<file path="config.mk">
export PLATFORM = sky130hd
export DESIGN_NAME = tdm4_xcvr
export DESIGN_NICKNAME = d
export VERILOG_FILES = /design/src/rtl/tdm4_pkg.sv /design/src/rtl/tdm4_timing.sv /design/src/rtl/tdm4_tx.sv /design/src/rtl/tdm4_rx.sv /design/src/rtl/tdm4_xcvr.sv
export SDC_FILE = /design/constraint.sdc
export NUM_CORES = 1
export LEC_CHECK = 0
export BUFFER_PORTS_ARGS = -buffer_cell sky130_fd_sc_hd__buf_2
export CORE_MARGIN = 1
export CORE_UTILIZATION = 27
export CTS_BUF_LIST = sky130_fd_sc_hd__clkbuf_4 sky130_fd_sc_hd__clkbuf_8 sky130_fd_sc_hd__clkbuf_16
export CTS_CLUSTER_DIAMETER = 150
export DETAILED_ROUTE_END_ITERATION = 6
export GPL_ROUTABILITY_DRIVEN = 0
export MAX_ROUTING_LAYER = met4
export SYNTH_ARGS = -nofsm -noshare
export SYNTH_HDL_FRONTEND = slang
export SYNTH_HIERARCHICAL = 1
export SYNTH_SLANG_ARGS = --single-unit
</file>
<file path="constraint.sdc">
create_clock -name clk -period 2.7 [get_ports clk]
set_input_delay 0.27 -clock clk [delete_from_list [all_inputs] [get_ports clk]]
set_output_delay 0.27 -clock clk [all_outputs]
set_load 0.01 [all_outputs]
</file>
<file path="src/rtl/tdm4_pkg.sv">
package tdm4_pkg;
  localparam int OCT_W      = 8;
  localparam int SLOTS      = 4;
  localparam int D_W        = 2;
  localparam int CI_W       = 4;
  localparam int FRAME_BITS = OCT_W * SLOTS;
  localparam int BIT_W      = $clog2(FRAME_BITS);
  localparam int HALVES     = 2 * FRAME_BITS;     // data-clock periods per frame
  localparam int POS_W      = $clog2(HALVES);
  localparam int SG_BIT     = 3;                  // stop/go position inside the monitor octet

  localparam logic [CI_W-1:0] CI_IDLE = '1;
  localparam logic            T_TX    = 1'b1;
  localparam logic            E_TX    = 1'b1;

  // Packed in line order: the MSB of this struct is the first bit on the wire.
  typedef struct packed {
    logic [OCT_W-1:0] b1;
    logic [OCT_W-1:0] b2;
    logic [OCT_W-1:0] mon;
    logic [D_W-1:0]   d;
    logic [CI_W-1:0]  ci;
    logic             t;
    logic             e;
  } frame_t;
endpackage

</file>
<file path="src/rtl/tdm4_timing.sv">
module tdm4_timing
  import tdm4_pkg::*;
#(
  parameter int SYNC_STAGES = 2
) (
  input  logic             clk,
  input  logic             rst,
  input  logic             gen_mode,
  input  logic             ref_tick,
  input  logic             dclk_in,
  input  logic             fsync_in,
  input  logic             rxd_in,
  output logic             rise_ev,
  output logic             fall_ev,
  output logic             frame_start,
  output logic [POS_W-1:0] pos,
  output logic [POS_W-1:0] nxt_pos,
  output logic             locked,
  output logic             rxd_s,
  output logic             dclk_out,
  output logic             fsync_out,
  output logic             drive
);
  localparam logic [POS_W-1:0] LAST_POS = POS_W'(HALVES - 1);

  logic [SYNC_STAGES-1:0] dclk_sr, fs_sr, rxd_sr;
  logic dclk_s, fs_s;
  logic dclk_prev, fs_prev, dclk_q, fsync_q, mode_q;

  always_ff @(posedge clk) begin
    if (rst) begin
      dclk_sr <= '0;
      fs_sr   <= '0;
      rxd_sr  <= '1;
    end else begin
      dclk_sr <= {dclk_sr[SYNC_STAGES-2:0], dclk_in};
      fs_sr   <= {fs_sr[SYNC_STAGES-2:0], fsync_in};
      rxd_sr  <= {rxd_sr[SYNC_STAGES-2:0], rxd_in};
    end
  end

  assign dclk_s = dclk_sr[SYNC_STAGES-1];
  assign fs_s   = fs_sr[SYNC_STAGES-1];
  assign rxd_s  = rxd_sr[SYNC_STAGES-1];

  always_comb begin
    if (mode_q) begin
      rise_ev     = ref_tick & ~dclk_q;
      fall_ev     = ref_tick & dclk_q;
      frame_start = rise_ev & (pos == LAST_POS);
    end else begin
      rise_ev     = dclk_s & ~dclk_prev;
      fall_ev     = ~dclk_s & dclk_prev;
      frame_start = rise_ev & fs_s & ~fs_prev;
    end
    nxt_pos = frame_start ? '0 : pos + 1'b1;
  end

  always_ff @(posedge clk) begin
    if (rst) begin
      mode_q    <= 1'b0;
      dclk_prev <= 1'b0;
      fs_prev   <= 1'b0;
      dclk_q    <= 1'b0;
      fsync_q   <= 1'b0;
      pos       <= LAST_POS;
      locked    <= 1'b0;
    end else begin
      mode_q    <= gen_mode;
      dclk_prev <= dclk_s;
      if (!gen_mode)
        dclk_q <= 1'b0;
      else if (mode_q && ref_tick)
        dclk_q <= ~dclk_q;
      if (rise_ev) begin
        pos     <= nxt_pos;
        fs_prev <= fs_s;
        fsync_q <= mode_q && (nxt_pos < POS_W'(2));
      end
      if (!gen_mode)
        fsync_q <= 1'b0;
      if (frame_start)
        locked <= 1'b1;
    end
  end

  assign dclk_out  = dclk_q;
  assign fsync_out = fsync_q;
  assign drive     = mode_q;

  AST_QUIET_FOLLOWER: assert property (@(posedge clk) disable iff (rst)
    !mode_q |-> (!dclk_q && !fsync_q));

  AST_FSYNC_AT_B1: assert property (@(posedge clk) disable iff (rst)
    $rose(fsync_q) |-> (pos == '0));
endmodule

</file>
<file path="src/rtl/tdm4_tx.sv">
module tdm4_tx
  import tdm4_pkg::*;
(
  input  logic             clk,
  input  logic             rst,
  input  logic             rise_ev,
  input  logic             frame_start,
  input  logic             locked,
  input  logic [POS_W-1:0] nxt_pos,
  input  logic [OCT_W-1:0] b1,
  input  logic [OCT_W-1:0] b2,
  input  logic [OCT_W-1:0] mon,
  input  logic [D_W-1:0]   d,
  input  logic [CI_W-1:0]  ci,
  output logic             txd
);
  frame_t fresh, shadow;
  logic [FRAME_BITS-1:0] sh_bits, fresh_bits;
  logic [BIT_W-1:0] bit_sel;

  always_comb begin
    fresh.b1  = b1;
    fresh.b2  = b2;
    fresh.mon = mon;
    fresh.d   = d;
    fresh.ci  = ci;
    fresh.t   = T_TX;
    fresh.e   = E_TX;
    fresh_bits = fresh;
    sh_bits    = shadow;
    bit_sel    = BIT_W'(FRAME_BITS - 1) - nxt_pos[POS_W-1:1];
  end

  always_ff @(posedge clk) begin
    if (rst) begin
      shadow <= '0;
      txd    <= 1'b1;
    end else if (frame_start) begin
      shadow <= fresh;
      txd    <= fresh_bits[FRAME_BITS-1];
    end else if (rise_ev && locked && !nxt_pos[0]) begin
      txd <= sh_bits[bit_sel];
    end
  end

  AST_TXD_IDLE: assert property (@(posedge clk) disable iff (rst)
    !locked |-> txd);

  AST_TXD_ON_RISE: assert property (@(posedge clk) disable iff (rst)
    !$stable(txd) |-> $past(rise_ev));

  AST_FIRST_BIT: assert property (@(posedge clk) disable iff (rst)
    frame_start |=> (txd == $past(b1[OCT_W-1])));
endmodule

</file>
<file path="src/rtl/tdm4_rx.sv">
module tdm4_rx
  import tdm4_pkg::*;
(
  input  logic             clk,
  input  logic             rst,
  input  logic             fall_ev,
  input  logic             locked,
  input  logic [POS_W-1:0] pos,
  input  logic             rxd_s,
  output logic [OCT_W-1:0] rx_b1,
  output logic [OCT_W-1:0] rx_b2,
  output logic [OCT_W-1:0] rx_mon,
  output logic [D_W-1:0]   rx_d,
  output logic [CI_W-1:0]  rx_ci,
  output logic             stop_go,
  output logic             valid,
  output logic             ci_chg
);
  // sr holds the first FRAME_BITS-1 bits; frame bit k sits at sr[k-1] when the last bit arrives.
  localparam int B1_HI  = FRAME_BITS - 2;
  localparam int B2_HI  = B1_HI - OCT_W;
  localparam int MON_HI = B2_HI - OCT_W;
  localparam int D_HI   = MON_HI - OCT_W;
  localparam int CI_HI  = D_HI - D_W;
  localparam int SG_POS = MON_HI - OCT_W + 1 + SG_BIT;
  localparam logic [POS_W-1:0] LAST_POS = POS_W'(HALVES - 1);

  logic [FRAME_BITS-2:0] sr;
  logic [CI_W-1:0] cand, new_ci;
  logic take, last;

  assign take   = fall_ev & locked & pos[0];
  assign last   = (pos == LAST_POS);
  assign new_ci = sr[CI_HI -: CI_W];

  always_ff @(posedge clk) begin
    if (rst) begin
      sr      <= '0;
      rx_b1   <= '0;
      rx_b2   <= '0;
      rx_mon  <= '0;
      rx_d    <= '0;
      rx_ci   <= CI_IDLE;
      cand    <= CI_IDLE;
      stop_go <= 1'b0;
      valid   <= 1'b0;
      ci_chg  <= 1'b0;
    end else begin
      valid  <= 1'b0;
      ci_chg <= 1'b0;
      if (take) begin
        sr <= {sr[FRAME_BITS-3:0], rxd_s};
        if (last) begin
          rx_b1   <= sr[B1_HI -: OCT_W];
          rx_b2   <= sr[B2_HI -: OCT_W];
          rx_mon  <= sr[MON_HI -: OCT_W];
          rx_d    <= sr[D_HI -: D_W];
          stop_go <= sr[SG_POS];
          valid   <= 1'b1;
          cand    <= new_ci;
          if (new_ci == cand && new_ci != rx_ci) begin
            rx_ci  <= new_ci;
            ci_chg <= 1'b1;
          end
        end
      end
    end
  end

  AST_VALID_PULSE: assert property (@(posedge clk) disable iff (rst)
    valid |=> !valid);

  AST_CHG_WITH_VALID: assert property (@(posedge clk) disable iff (rst)
    ci_chg |-> valid);

  AST_CI_MOVES_ON_CHG: assert property (@(posedge clk) disable iff (rst)
    !$stable(rx_ci) |-> ci_chg);

  AST_NO_RX_UNLOCKED: assert property (@(posedge clk) disable iff (rst)
    !locked |-> !valid);
endmodule

</file>
<file path="src/rtl/tdm4_xcvr.sv">
module tdm4_xcvr
  import tdm4_pkg::*;
#(
  parameter int SYNC_STAGES = 2
) (
  input  logic             clk,
  input  logic             rst,
  input  logic             gen_mode,
  input  logic             ref_tick,
  input  logic             dclk_in,
  input  logic             fsync_in,
  output logic             dclk_out,
  output logic             fsync_out,
  output logic             timing_drive,
  input  logic [OCT_W-1:0] tx_b1,
  input  logic [OCT_W-1:0] tx_b2,
  input  logic [OCT_W-1:0] tx_mon,
  input  logic [D_W-1:0]   tx_d,
  input  logic [CI_W-1:0]  tx_ci,
  output logic             txd,
  input  logic             rxd,
  output logic [OCT_W-1:0] rx_b1,
  output logic [OCT_W-1:0] rx_b2,
  output logic [OCT_W-1:0] rx_mon,
  output logic [D_W-1:0]   rx_d,
  output logic [CI_W-1:0]  rx_ci,
  output logic             rx_stop_go,
  output logic             rx_valid,
  output logic             ci_chg
);
  logic rise_ev, fall_ev, frame_start, locked, rxd_s;
  logic [POS_W-1:0] pos, nxt_pos;

  tdm4_timing #(.SYNC_STAGES(SYNC_STAGES)) u_timing (
    .clk(clk), .rst(rst), .gen_mode(gen_mode), .ref_tick(ref_tick),
    .dclk_in(dclk_in), .fsync_in(fsync_in), .rxd_in(rxd),
    .rise_ev(rise_ev), .fall_ev(fall_ev), .frame_start(frame_start),
    .pos(pos), .nxt_pos(nxt_pos), .locked(locked), .rxd_s(rxd_s),
    .dclk_out(dclk_out), .fsync_out(fsync_out), .drive(timing_drive)
  );

  tdm4_tx u_tx (
    .clk(clk), .rst(rst), .rise_ev(rise_ev), .frame_start(frame_start),
    .locked(locked), .nxt_pos(nxt_pos),
    .b1(tx_b1), .b2(tx_b2), .mon(tx_mon), .d(tx_d), .ci(tx_ci), .txd(txd)
  );

  tdm4_rx u_rx (
    .clk(clk), .rst(rst), .fall_ev(fall_ev), .locked(locked), .pos(pos),
    .rxd_s(rxd_s), .rx_b1(rx_b1), .rx_b2(rx_b2), .rx_mon(rx_mon),
    .rx_d(rx_d), .rx_ci(rx_ci), .stop_go(rx_stop_go), .valid(rx_valid),
    .ci_chg(ci_chg)
  );
endmodule

</file>
Word level (Yosys, flattened, before mapping)

Index checks and enable logic that the tools add are counted.

Bits in registers: 117
Output and inout port bits: 37
Word-level logic and storage cells: 71

Add/sub/neg operators: 2
$lt $le $gt $ge: 2
Eq/ne operators: 3
Mux-type cells: 10
Bitwise gates (word level): 16
Reduce and logical (&&, ||, !) cells: 12

Operators by type and width:

| operator              | number |
|---|---|
| $and A1 B1 Y1         | 9 |
| $mux W1               | 8 |
| $not A1 Y1            | 7 |
| $add A6 B1 Y6 const B | 1 |
| $eq A6 B6 Y1 const B  | 1 |
| $lt A5 B6 Y1 const B  | 1 |
| $lt A6 B2 Y1 const B  | 1 |
| $mux W6               | 1 |
| $bmux W1 S5           | 1 |
| $logic_and A1 B1 Y1   | 5 |
| $sub A5 B5 Y5 const A | 1 |
| $eq A4 B4 Y1          | 1 |
| $ne A4 B4 Y1          | 1 |
| $reduce_or A2 Y1      | 2 |
| $reduce_and A3 Y1     | 1 |
| $reduce_or A3 Y1      | 1 |
| $reduce_and A2 Y1     | 1 |
| $reduce_bool A2 Y1    | 1 |
| $logic_not A1 Y1      | 1 |

Logic depth before layout (Yosys ltp)

Depth in word-level cells: 11
Gate-level depth with buffers: 11
Depth with buffers taken out: 9

By module

Netlist, hierarchy kept.

Modules (own cells, without submodules):

| module      | instances | cells each | area an instance (um2) | seq. area each (um2) |
|---|---|---|---|---|
| tdm4_rx     | 1         | 312        | 2463.6                 | 1341.3 |
| tdm4_tx     | 1         | 137        | 1438.9                 | 640.6 |
| tdm4_timing | 1         | 89         | 802.0                  | 360.3 |

Worst setup path before layout

Ideal clock, no wire load.

Path type: register to register
Start: register u_timing.pos[0]
End: register u_tx.txd
Library setup time: 0.122 ns
Arrival: 2.713 ns
Required time: 2.578 ns
Path slack: -0.135 ns
Cell stages (with the launch flop): 11
Cell sequence: dfxtp_1 > ha_1 > nand2_1 > nor3_2 > or2_1 > buf_4 > nor2_1 > buf_6 > mux4_1 > mux2_2 > a221o_1

Word-level cells in the longest chain between the ends: 9
Elaborated cells between the ends (all ways): 13

RTL lines:

| what                          | RTL line          | source |
|---|---|---|
| from (decl)                   | tdm4_timing.sv:16 | `output logic [POS_W-1:0] pos,` |
| from (signal assigned)        | tdm4_timing.sv:76 | `pos <= nxt_pos;` |
| $eq A6 B6 Y1                  | tdm4_timing.sv:50 | `frame_start = rise_ev & (pos == LAST_POS);` |
| $and A1 B1 Y1                 | tdm4_timing.sv:50 |  |
| $mux W1                       | tdm4_timing.sv:47 | `if (mode_q) begin` |
| via frame_start               | tdm4_xcvr.sv:31   | `logic rise_ev, fall_ev, frame_start, locked, rxd_s;` |
| $mux W6                       | tdm4_timing.sv:56 | `nxt_pos = frame_start ? '0 : pos + 1'b1;` |
| via nxt_pos[2]                | tdm4_xcvr.sv:32   | `logic [POS_W-1:0] pos, nxt_pos;` |
| $sub A5 B5 Y5                 | tdm4_tx.sv:31     | `bit_sel = BIT_W'(FRAME_BITS - 1) - nxt_pos[POS_W-1:1];` |
| $bmux W1 S5                   | tdm4_tx.sv:42     | `txd <= sh_bits[bit_sel];` |
| $mux W1 (not written as such) | tdm4_tx.sv:42     |  |
| $mux W1                       | tdm4_tx.sv:41     | `end else if (rise_ev && locked && !nxt_pos[0]) begin` |
| $mux W1                       | tdm4_tx.sv:38     | `end else if (frame_start) begin` |
| to (signal assigned)          | tdm4_tx.sv:40     | `txd <= fresh_bits[FRAME_BITS-1];` |
| to (signal assigned)          | tdm4_tx.sv:42     |  |
| to (decl)                     | tdm4_tx.sv:15     | `output logic txd` |

The timed path passes the listed nets, and every way through them passes these cells. The select of a mux whose other input is x is not followed.
A chain may end at the register's enable or synchronous reset.

Final worst setup path

Start: register u_timing.mode_q, in the netlist u_timing/drive
End: register u_tx.txd

Word-level cells in the longest chain between the ends: 7
Elaborated cells between the ends (all ways): 12

RTL lines:

| what                          | RTL line          | source |
|---|---|---|
| from (decl)                   | tdm4_timing.sv:28 | `logic dclk_prev, fs_prev, dclk_q, fsync_q, mode_q;` |
| from (signal assigned)        | tdm4_timing.sv:69 | `mode_q <= gen_mode;` |
| $mux W1                       | tdm4_timing.sv:47 |  |
| via frame_start               | tdm4_xcvr.sv:31   |  |
| $mux W6                       | tdm4_timing.sv:56 |  |
| via nxt_pos[2]                | tdm4_xcvr.sv:32   |  |
| $sub A5 B5 Y5                 | tdm4_tx.sv:31     |  |
| $bmux W1 S5                   | tdm4_tx.sv:42     |  |
| $mux W1 (not written as such) | tdm4_tx.sv:42     |  |
| $mux W1                       | tdm4_tx.sv:41     |  |
| $mux W1                       | tdm4_tx.sv:38     |  |

The timed path passes the listed nets, and every way through them passes these cells. The select of a mux whose other input is x is not followed.

==> impl_metrics.py <==
metrics = {
    "clock_network": {
        "cts_root_buf": "clkbuf_16",
        "cts_hold_buf": 0,
        "clockBufferDepth": 2,
        "clk_latency_ns": 0.41,
        "clock-sinks": 117,
        "htree_levels": 4,
        "cts_buffers": 17,
        "cts_tree": "yes",
        "path_clk_slew_ns": 0.05,
    },
    "finish": {
        "drive_gt1_share_pct": 22.84,
        "final_cell_mix": "nand2_1, dfxtp_1, buf_2, a21oi_1, nor2_1",
        "final_common_cell": "nand2_1",
        "final_area_mm2": 0.006008,
        "fin_nets": 652,
        "syn_to_final_growth_pct": 27.71,
        "fill_cells": 1764,
    },
    "synthesis": {
        "synth_cell_types": 51,
        "ys_top_cells_by_area": "dfxtp_1, nand2_1, mux2i_1",
        "synth_flop_cell": "dfxtp_1",
        "ys_seq_area_share_pct": 49.79,
        "postSynthRegisterBits": 117,
        "syn_inst": 538,
        "synth_top_area_share_pct": 49.79,
        "syn_area_mm2": 0.004705,
        "synthArstFlopShare_pct": 0,
        "yosysWarnings": 6,
        "synthesis.nets": 576,
        "synth_edf_count": 0,
        "avgSynthCellArea_um2": 8.744,
        "yosys.area.top_type": "dfxtp_1",
    },
    "die": {
        "row_count": 47,
        "coreArea_mm2": 0.01682,
        "die_y_um": 134,
        "dieArea_mm2": 0.01796,
        "pin_count": 74,
        "chipWidth_um": 134,
        "start_util_pct": 27.97,
    },
    "routing": {
        "routedWlPerCell_um": 12.67,
        "dr_total_vias": 3825,
        "viasPerCell": 4.516,
        "wl_um": 10740,
        "postRouteAntennaNets": 0,
        "drc": 0,
        "drt-initial-drc-count": 229,
        "drt-pass1-iter-count": 4,
    },
    "grt": {
        "antenna_found_initial": 1,
        "grt_max_degree": 80,
        "gr-total-overflow": 0,
        "grtUsageTotal_pct": 12.82,
        "grt_pass1_wl_um": 17470,
        "grt_pass1_vias": 3522,
    },
    "placement": {
        "post-place-ws_ns": 0.09649,
        "placed_cell_area_mm2": 0.005338,
        "portBuffers": 73,
        "post-dp-hpwl_um": 7143,
    },
    "sta": {
        "finalHoldViolCount": 0,
        "finalSetupTns_ns": 0,
        "min_period_ns": 2.583,
        "worst_pin_slew_ns": 0.8286,
        "rsz0062_at_grt": "no",
        "fin_skew_ns": 0.008311,
        "timing.final.crit_share_pct": 95.68,
        "setup_viol": 0,
        "timing.slew.headroom_pct": 44.76,
        "max_freq_ghz": 0.3871,
        "finalWorstSetupSlack_ns": 0.1166,
        "slew_violations": 0,
    },
    "power_and_ir_drop": {
        "clkPwrFrac_pct": 53.1,
        "power_density_mw_per_mm2": 763.3,
        "leakage_nw": 2.302,
        "peakVddDrop_uv": 457.5,
        "power_mw": 4.586,
        "p_sw_mw": 1.007,
        "swShare_pct": 21.95,
        "internal_power_mw": 3.579,
        "power_frac_seq_pct": 38.9,
        "p_comb_share_pct": 8.0,
    },
    "setup_path": {
        "arrival_ns": 2.93,
        "crit_type": "flop to flop",
        "cp_max_fo": 7,
        "worstPathRequired_ns": 3.05,
        "cp-start-kind": "flop",
        "end_kind": "flop",
    },
    "min_path": {
        "hold_class": "primary input to flop",
    },
    "run_status": {
        "outcome": "complete, no violations",
    },
    "flow_run": {
        "maxCapViolCount": 0,
    },
}
## flip-flops by register name, indices dropped and copies added (netlist names), 2 cells and up
name,cells
u_rx/rx_b1,8
u_timing/pos,6
u_rx/sr,31
u_rx/rx_b2,8
u_rx/cand,4
u_timing/dclk_sr,2
u_rx/rx_ci,4
u_timing/fs_sr,2
u_rx/rx_d,2
u_tx/sh_bits,31
u_rx/rx_mon,8
u_timing/rxd_sr,2
## critical path, cell delays in order, from the launching register on
cell and delay [ns]:
dfxtp_2 0.34, or3b_4 0.41, nor3b_4 0.20, or2_2 0.22
nor2_4 0.09, buf_4 0.16, mux2i_1 0.11, mux4_2 0.46
a2111oi_2 0.37, a221o_1 0.18
## metrics by stage
stage	instances	hold slack (ns)	util (%)
after floorplan	538	0.3416	-
after global placement	812	0.4145	31.74
after detailed placement	812	0.3992	31.74
after CTS	843	0.02934	35.57
after global routing	847	0.04210	35.72
final	847	0.05657	35.72
## Yosys cell counts (all sizes together) (6+ instances only)
cell and instances:
a21oi 60, buf 8, clkbuf 29, dfxtp 117, inv 6, mux2i 38
nand2 136, nand3 8, nand3b 6, nor2 44, nor2b 8, nor3 8
o21ai 6, xor2 10
## cell type report
type                       instances  area (µm²)  area share, %
multi-input combinational        378        2195          36.53
timing repair buffer              94       525.5          8.746
tap                              220       275.3          4.581
clock inverter                    13       205.2          3.415
antenna                            1       2.502        0.04165
clock buffer                      18       439.2          7.309
sequential                       117        2344          39.00
inverter                           6       22.52         0.3748
## cell families (layout without fill, tap and decap cells)
family                   count (synthesis)  in the layout  share of synthesized area, %
XOR/XNOR                                11             11                         2.048
other                                    0              1                             0
multiplexers                            44             44                         10.56
flip-flops                             117            117                         49.79
AND/OR/NAND/NOR                        233            233                         22.07
AO/OA/AOI/OAI                           89             89                         11.41
buffers and inverters                   43            131                         3.856
adder cells (fa/ha/maj)                  1              1                        0.2659
## power groups by stage
stage	Clock, mW	Combinational [mW]	Sequential, mW
after floorplan	0	0.239	1.82
after global placement	0	0.345	1.82
after detailed placement	0	0.349	1.82
after CTS	2.50	0.351	1.78
after global routing	2.59	0.404	1.79
final	2.44	0.366	1.78
## worst paths after layout
| path | from | to | slack, ns | cells past startpoint |
|---|---|---|---|---|
| hold / removal | rxd | u_timing/rxd_sr[0] | 0.06 | 2 |
| setup / recovery | u_timing/drive | u_tx/txd | 0.12 | 9 |
| hold reg to reg | u_timing/rxd_sr[0] | u_timing/rxd_sr[1] | 0.43 | 1 |
| setup reg to reg | u_timing/drive | u_tx/txd | 0.12 | 9 |
## what timing repair did
action / CTS / global route
hold endpoints to repair: 0 / 0
buffers inserted: 0 / 3
gates resized for setup: 0 / 1
endpoints found under the setup margin: 0 / 1
## routing by layer
metal / vias to the layer above / track usage, % / routed length [µm]
met4: 0 / 5.745 / 127
met3: 10 / 4.082 / 481
li1: 1988 / - / -
met2: 71 / 17.82 / 4761
met1: 1756 / 16.80 / 5364
met5: - / - / 0
Note: power is estimated with default switching activity, not from simulation.
